==> config.mk <==
export PLATFORM = sky130hd
export DESIGN_NAME = adc_seq_top
export DESIGN_NICKNAME = d
export VERILOG_FILES = /design/src/rtl/adc_seq_pkg.sv /design/src/rtl/adc_seq_sck_sync.sv /design/src/rtl/adc_seq_timer.sv /design/src/rtl/adc_seq_shifter.sv /design/src/rtl/adc_seq_top.sv
export SDC_FILE = /design/constraint.sdc
export NUM_CORES = 1
export LEC_CHECK = 0
export BUFFER_PORTS_ARGS = -buffer_cell sky130_fd_sc_hd__buf_2
export CAP_MARGIN = 15
export CORE_ASPECT_RATIO = 1.75
export CORE_MARGIN = 5
export CORE_UTILIZATION = 62
export DETAILED_ROUTE_END_ITERATION = 16
export PLACE_DENSITY = 0.91
export SLEW_MARGIN = 5
export SYNTH_ARGS = -nofsm -noshare
export SYNTH_HDL_FRONTEND = slang
export SYNTH_SLANG_ARGS = --single-unit
==> constraint.sdc <==
create_clock -name clk_i -period 2.8 [get_ports clk_i]
set_input_delay 0.28 -clock clk_i [delete_from_list [all_inputs] [get_ports clk_i]]
set_output_delay 0.28 -clock clk_i [all_outputs]
set_load 0.005 [all_outputs]
==> src/rtl/adc_seq_pkg.sv <==
package adc_seq_pkg;
  typedef enum logic [1:0] {
    ST_POR   = 2'd0,
    ST_CONV  = 2'd1,
    ST_READY = 2'd2,
    ST_SHIFT = 2'd3
  } seq_state_e;
endpackage

==> src/rtl/adc_seq_sck_sync.sv <==
module adc_seq_sck_sync #(
  parameter int STAGES = 2
) (
  input  logic clk_i,
  input  logic rst_ni,
  input  logic sck_i,
  output logic fall_o
);
  localparam int W = STAGES + 1;
  logic [W-1:0] pipe_q;

  always_ff @(posedge clk_i or negedge rst_ni) begin
    if (!rst_ni) pipe_q <= '0;
    else         pipe_q <= {pipe_q[W-2:0], sck_i};
  end

  // last stage holds previous synchronised value
  assign fall_o = pipe_q[W-1] & ~pipe_q[W-2];
endmodule

==> src/rtl/adc_seq_timer.sv <==
module adc_seq_timer #(
  parameter int LIMIT = 64
) (
  input  logic clk_i,
  input  logic rst_ni,
  input  logic clr_i,
  input  logic en_i,
  output logic done_o
);
  localparam int CW = (LIMIT > 2) ? $clog2(LIMIT) : 1;
  localparam logic [CW-1:0] LAST = CW'(LIMIT - 1);
  logic [CW-1:0] cnt_q;

  assign done_o = en_i && (cnt_q == LAST);

  always_ff @(posedge clk_i or negedge rst_ni) begin
    if (!rst_ni)     cnt_q <= '0;
    else if (clr_i)  cnt_q <= '0;
    else if (done_o) cnt_q <= '0;
    else if (en_i)   cnt_q <= cnt_q + 1'b1;
  end
endmodule

==> src/rtl/adc_seq_shifter.sv <==
module adc_seq_shifter #(
  parameter int DATA_W = 32
) (
  input  logic              clk_i,
  input  logic              rst_ni,
  input  logic              clr_i,
  input  logic              load_i,
  input  logic [DATA_W-1:0] data_i,
  input  logic              shift_i,
  output logic              msb_o,
  output logic              last_o
);
  localparam int BW = $clog2(DATA_W);
  localparam logic [BW-1:0] LAST_BIT = BW'(DATA_W - 1);
  logic [DATA_W-1:0] sr_q;
  logic [BW-1:0]     bit_q;

  always_ff @(posedge clk_i or negedge rst_ni) begin
    if (!rst_ni) begin
      sr_q  <= '0;
      bit_q <= '0;
    end else if (clr_i) begin
      sr_q  <= '0;
      bit_q <= '0;
    end else if (load_i) begin
      sr_q  <= data_i;
      bit_q <= '0;
    end else if (shift_i) begin
      sr_q  <= {sr_q[DATA_W-2:0], 1'b0};
      bit_q <= last_o ? '0 : bit_q + 1'b1;
    end
  end

  assign msb_o  = sr_q[DATA_W-1];
  assign last_o = (bit_q == LAST_BIT);
endmodule

==> src/rtl/adc_seq_top.sv <==
module adc_seq_top
  import adc_seq_pkg::*;
#(
  parameter int DATA_W      = 32,
  parameter int POR_CYCLES  = 64,
  parameter int CONV_CYCLES = 256
) (
  input  logic              clk_i,
  input  logic              rst_ni,
  input  logic              pwr_good_i,
  input  logic              cs_ni,
  input  logic              sck_i,
  input  logic [DATA_W-1:0] conv_data_i,
  output logic              sdo_o,
  output logic              sdo_oe_o
);
  seq_state_e state_q, state_d;
  logic por_done, conv_done, sck_fall, sr_msb, sr_last;
  logic shift_en, shift_end, busy;

  adc_seq_sck_sync #(.STAGES(2)) u_sync (
    .clk_i (clk_i),
    .rst_ni(rst_ni),
    .sck_i (sck_i),
    .fall_o(sck_fall)
  );

  adc_seq_timer #(.LIMIT(POR_CYCLES)) u_por_tmr (
    .clk_i (clk_i),
    .rst_ni(rst_ni),
    .clr_i (!pwr_good_i),
    .en_i  (pwr_good_i && state_q == ST_POR),
    .done_o(por_done)
  );

  adc_seq_timer #(.LIMIT(CONV_CYCLES)) u_conv_tmr (
    .clk_i (clk_i),
    .rst_ni(rst_ni),
    .clr_i (!pwr_good_i),
    .en_i  (pwr_good_i && state_q == ST_CONV),
    .done_o(conv_done)
  );

  assign shift_en  = pwr_good_i && state_q == ST_SHIFT && !cs_ni && sck_fall;
  assign shift_end = pwr_good_i && state_q == ST_SHIFT && (cs_ni || (sck_fall && sr_last));

  adc_seq_shifter #(.DATA_W(DATA_W)) u_shift (
    .clk_i  (clk_i),
    .rst_ni (rst_ni),
    .clr_i  (!pwr_good_i),
    .load_i (conv_done),
    .data_i (conv_data_i),
    .shift_i(shift_en),
    .msb_o  (sr_msb),
    .last_o (sr_last)
  );

  always_comb begin
    state_d = state_q;
    if (!pwr_good_i) begin
      state_d = ST_POR;
    end else begin
      unique case (state_q)
        ST_POR:   if (por_done)  state_d = ST_CONV;
        ST_CONV:  if (conv_done) state_d = ST_READY;
        ST_READY: if (!cs_ni)    state_d = ST_SHIFT;
        ST_SHIFT: if (shift_end) state_d = ST_CONV;
        default:                 state_d = ST_POR;
      endcase
    end
  end

  always_ff @(posedge clk_i or negedge rst_ni) begin
    if (!rst_ni) state_q <= ST_POR;
    else         state_q <= state_d;
  end

  assign busy     = (state_q == ST_POR) || (state_q == ST_CONV);
  assign sdo_oe_o = !cs_ni;
  assign sdo_o    = !cs_ni && (busy ? 1'b1 : sr_msb);
endmodule

* Yosys cells after proc, flatten, opt, wreduce, memory -nomap -nowiden
Cells that the tools add are included.
** Word-level totals
- Register bits after elaboration :: 56
- Output and inout bits :: 2
- Word-level logic and storage cells :: 59
** Operators by class
- Add/subtract/negate cells :: 3
- Eq/ne operators :: 13
- Mux-type cells :: 20
- Bitwise operators :: 2
- Reductions and logical operators :: 15
** Operators by type and width (count)
- 32-bit 2-to-1 mux :: 3
- 8-bit 2-to-1 mux :: 3
- 5-bit 2-to-1 mux :: 4
- 6-bit 2-to-1 mux :: 3
- 3-bit inequality test, second input constant :: 4
- 1-bit logical AND :: 10
- 2-bit 2-to-1 mux :: 5
- 3-bit by 1-bit inequality test with 1-bit output, second input constant :: 3
- 8-bit by 1-bit adder with 8-bit output, second input constant :: 1
- 8-bit equality test, second input constant :: 1
- 2-bit one-hot mux with 4 select lines :: 1
- 6-bit by 1-bit adder with 6-bit output, second input constant :: 1
- 6-bit equality test, second input constant :: 1
- 5-bit by 1-bit adder with 5-bit output, second input constant :: 1
- 5-bit equality test, second input constant :: 1
- 2-bit equality test, second input constant :: 2
- 4-bit AND reduction :: 1
- 2-bit by 1-bit equality test with 1-bit output, second input constant :: 1
- 2-bit zero test :: 1
- 1-bit logical OR :: 2
- 1-bit bitwise AND :: 1
- 1-bit zero test :: 1
- 1-bit 2-to-1 mux :: 1
- 1-bit inverter :: 1

* Longest topological paths before layout
- Depth after elaboration :: 8
- Mapped depth :: 8
- Gate-level depth less buffers :: 7

* Cells and area by module
Synthesis repeated with hierarchy kept, for this count alone.
** Unflattened totals
- Cells, all modules :: 276
- Area, all modules :: 2984.1 um^2
** By module, submodules not included
- adc_seq_shifter :: instances 1, cells each 166, area an instance 1926.8 um^2, sequential area each 925.9 um^2
- adc_seq_timer at u_conv_tmr :: instances 1, cells each 47, area an instance 432.9 um^2, sequential area each 200.2 um^2
- adc_seq_timer at u_por_tmr :: instances 1, cells each 32, area an instance 317.8 um^2, sequential area each 150.1 um^2
- adc_seq_top :: instances 1, cells each 27, area an instance 217.7 um^2, sequential area each 50.0 um^2
- adc_seq_sck_sync :: instances 1, cells each 4, area an instance 88.8 um^2, sequential area each 75.1 um^2

* Least setup slack after synthesis
Ideal clock, no wire load.
- Path kind :: register to register
- From :: register state_q[1]
- To :: register u_shift.sr_q[1]
- Arrival :: 1605 ps
- Data required time :: 2680 ps
- Setup slack :: 1075 ps
- Stages on the path, launching flop included :: 8
- Path buffers :: 2
- Cell sequence :: dfrtp_1 -> inv_1 -> ha_1 -> nand4_2 -> or2_1 -> buf_6 -> buf_6 -> o211a_1
** Between the ends
- Longest elaborated chain between the ends :: 5
- Elaborated cells on any way between the ends :: 10
- Those cells by class :: eq/ne (3); mux (2); reduce/logical (5)
** Ends and longest elaborated chain
- from (decl) :: line adc_seq_top.sv:17 : seq_state_e state_q, state_d;
- from (signal assigned) :: line adc_seq_top.sv:75 : else state_q <= state_d;
- 2-bit equality test or 2-bit by 1-bit equality test with 1-bit output (tied branches) :: line adc_seq_top.sv:44, adc_seq_top.sv:40
- 1-bit logical AND (on tied branches) :: line adc_seq_top.sv:44, adc_seq_top.sv:40
- 1-bit logical AND (on tied branches) :: line adc_seq_top.sv:44, adc_seq_timer.sv:14
- 1-bit logical AND or 32-bit 2-to-1 mux (tied branches) :: line adc_seq_top.sv:44, adc_seq_shifter.sv:25
- 3-bit by 1-bit inequality test with 1-bit output (no line) or 32-bit 2-to-1 mux (tied branches)
- to (signal assigned) :: line adc_seq_shifter.sv:26 : sr_q <= data_i;
- to (signal assigned) :: line adc_seq_shifter.sv:29 : sr_q <= {sr_q[DATA_W-2:0], 1'b0};
- to (decl) :: line adc_seq_shifter.sv:15 : logic [DATA_W-1:0] sr_q;
Parallel ways exist; a longest one is shown, timed or not.
A chain may end at the register's enable or synchronous reset.

* Final worst setup path
- From :: register state_q[1]
- To :: register u_shift.sr_q[26]
The elaborated chain is that of the path after synthesis.

==> impl_metrics.toml <==
[clock_tree]
clock_latency_ps = 300
cts_tree = "yes"
clk_pin_slew_ps = 90
postCtsSetupRepairBufs = 0
numClockSinks = 56
clockBufferDepth = 2
cts_buffers = 5
cts_hold_buffers = 1
htree_num_levels = 2
master_cell_of_the_clock_root_buffer = "sky130_fd_sc_hd__clkbuf_8"
post_cts_resized = 0

[logic_synthesis]
synth_enable_flop_cells = 0
ys_async_sr_fraction_pct = 100
post_synth_inst_count = 309
yosysSeqAreaShare_pct = 47.2
synth.yosys.warnings = 0
mappedNetlistArea_sq_um = 2970
avgSynthCellArea_sq_um = 9.60
synth_cell_types = 39
ys_seq_elements = 56
yosys_most_used_dff = "sky130_fd_sc_hd__dfrtp_1"
synth.net_count = 355

[die]
core.rowCount = 33
die_width_um = 62.3
floorplan.die_area_sq_um = 6330
core_region_area_sq_um = 4670
start_util_pct = 63.6
boundaryPins = 39
die_y_um = 102

[layout]
num-nets-final = 386
final_design_area_no_fill_sq_um = 3270
area_delta_synth_final_pct = 10.3
antenna_cells = 0
drive_above_1_share_pct = 17.3
layout_common_cells = "sky130_fd_sc_hd__nand2_1, sky130_fd_sc_hd__dfrtp_1, sky130_fd_sc_hd__buf_2, sky130_fd_sc_hd__nand3_1, sky130_fd_sc_hd__o211a_1"
final-instance-count-excl-fill = 393
mostFrequentLayoutCell = "sky130_fd_sc_hd__nand2_1"

[sta]
fin_tns_setup_ps = 0
fmaxAchievable_mhz = 459
clock-skew-final_ps = 3.51
fin_crit_sh_pct = 77.9
maxSlewViolCount = 0
worstMarginPinSlew_ps = 610
setup_viol = 0
rsz0062_at_grt = "no"
timing_hold_violations_final = 0
period_needed_ps = 2180
slew_headroom_pct = 59.4

[drt]
routed_vias_inst = 5.95
detail_route.wl_per_cell_um = 14.8
drc_violation_count_after_routing = 0
detailroute.via_count = 2340
ant_nets = 0
drt-initial-drc-count = 89
drt-pass1-iter-count = 5
detail_route.wirelength_um = 5810

[placed_design]
place.detailed.hpwl_um = 4030
postPlaceCellArea_sq_um = 3160
globalplace.congestion = 0.791
io_buffer_count = 38
post-place-cells = 384

[setup_path]
path_max_fanout = 35
chain_of_cells_forming_the_critical_path = "inv_1, ha_1, nand4_2, or2_2, buf_12, o211a_1"
timing.critical_path.slowest_cell_delay_ps = 550
crit_family = "simple AND/OR/NAND/NOR gates"
critical_path_required_ps = 3000
critPathBufInv = 2
timing.critical_path.arrival_ps = 2380
worstSetupStartpointType = "register"
r2r_slack_ps = 620
timing.reg2reg.worst_path_depth = 6
critPathSlowestCell = "sky130_fd_sc_hd__or2_2"
worstSetupPathDepth = 6
crit_type = "register to register"
critical_path.endpoint_type = "register"

[grt]
globalRouteOverflowTotal = 0
first_global_vias = 2332
largest_net_degree_at_the_start_of_global_routing = 40
initial_antenna_violation_count = 0
global_route.usage.total_pct = 19.7
grt_first_pass_wirelength_um = 10300

[power_and_ir_drop]
p_per_area_nw_per_um2 = 431
report.power.total_uw = 1410
clkPwrFrac_pct = 36.7
internal-power_uw = 1110
p_sw_uw = 300
combPwrFrac_pct = 5.2
power_frac_seq_pct = 58.1
cellLeakagePower_uw = 0.00189
power_switching_share_pct = 21.2
vdd_drop_max_v = 0.000465

[worst_hold_path]
min_delay_worst_type = "input pin to register"
min_path_cells = 1

[outcome]
run_status = "finished, final reports clean"

[job]
cap_violations = 0
-- cells in the mapped netlist (5+ instances only) --
cell type / number / share of area (%)
sky130_fd_sc_hd__inv_1: 6 / 0.76
sky130_fd_sc_hd__a21oi_1: 6 / 1.0
sky130_fd_sc_hd__and2_1: 5 / 1.1
sky130_fd_sc_hd__o21ai_0: 9 / 1.5
sky130_fd_sc_hd__buf_6: 7 / 2.7
sky130_fd_sc_hd__ha_1: 9 / 3.8
sky130_fd_sc_hd__nor3_1: 5 / 0.84
sky130_fd_sc_hd__clkbuf_1: 9 / 1.1
sky130_fd_sc_hd__nand3_1: 32 / 5.4
sky130_fd_sc_hd__mux2i_1: 6 / 2.0
sky130_fd_sc_hd__nand2_1: 76 / 9.6
sky130_fd_sc_hd__o211a_1: 31 / 10
sky130_fd_sc_hd__dfrtp_1: 56 / 47
-- final cells by class --
type / count / area (sq um)
clock buffers: 6 / 72.6
clock inverters: 2 / 35.0
fillers: 345 / 1390
inverters: 6 / 22.5
multi-input cells: 226 / 1420
flip-flops and latches: 56 / 1400
well taps: 52 / 65.1
repair buffers: 45 / 258
-- through the flow --
step | hold WS (ps) | util (%) | setup slack, ps
floorplan | -15.6 | - | 1070
global placement | 320 | 67.6 | 726
detailed placement | 323 | 67.6 | 654
CTS | 71.5 | 70.2 | 622
global route | 66.5 | 70.2 | 452
finish | 78.1 | 70.2 | 620
-- power by group through the flow --
| stage | combinational (uW) | clock, uW | sequential [uW] |
|---|---|---|---|
| after CTS | 75.9 | 529 | 819 |
| final | 74.0 | 517 | 819 |
| after floorplan | 22.3 | 0 | 834 |
| after global routing | 84.6 | 556 | 820 |
| after detailed placement | 74.7 | 0 | 835 |
| after global placement | 73.6 | 0 | 835 |
-- cells by family after synthesis --
group,synth area share (%)
and+or+nand+nor,24.9
AOI/OAI and AO/OA,15.4
DFF,47.2
buffers and inverters,5.48
adders and majority gates,3.79
muxes,2.02
xor gates and xnor gates,1.18
-- sequential cells by signal (all words and copies together), names as in the netlist --
register          cells
u_conv_tmr.cnt_q      8
u_shift.bit_q         5
state_q               2
u_por_tmr.cnt_q       6
u_sync.pipe_q         3
u_shift.sr_q         32
-- path summary, 6_finish.rpt --
| path | to | startpoint |
|---|---|---|
| max in group asynchronous | u_conv_tmr.cnt_q[0]$_DFFE_PN0P_ | rst_ni |
| max reg2reg | u_shift.sr_q[26]$_DFFE_PN0P_ | state_q[1]$_DFFE_PN0P_ |
| min in group asynchronous | u_por_tmr.cnt_q[5]$_DFFE_PN0P_ | rst_ni |
| min | u_sync.pipe_q[0]$_DFF_PN0_ | sck_i |
| max | u_shift.sr_q[26]$_DFFE_PN0P_ | state_q[1]$_DFFE_PN0P_ |
| min reg2reg | u_sync.pipe_q[1]$_DFF_PN0_ | u_sync.pipe_q[0]$_DFF_PN0_ |
-- layer usage --
| metal | vias up | routed length [um] | track usage [%] |
|---|---|---|---|
| met5 | - | 0 | 0 |
| met4 | 0 | 86 | 7.03 |
| met1 | 1130 | 2320 | 23.9 |
| li1 | 1142 | - | - |
| met3 | 8 | 279 | 3.55 |
| met2 | 60 | 3120 | 34.9 |
(Power assumes the default switching activity.)
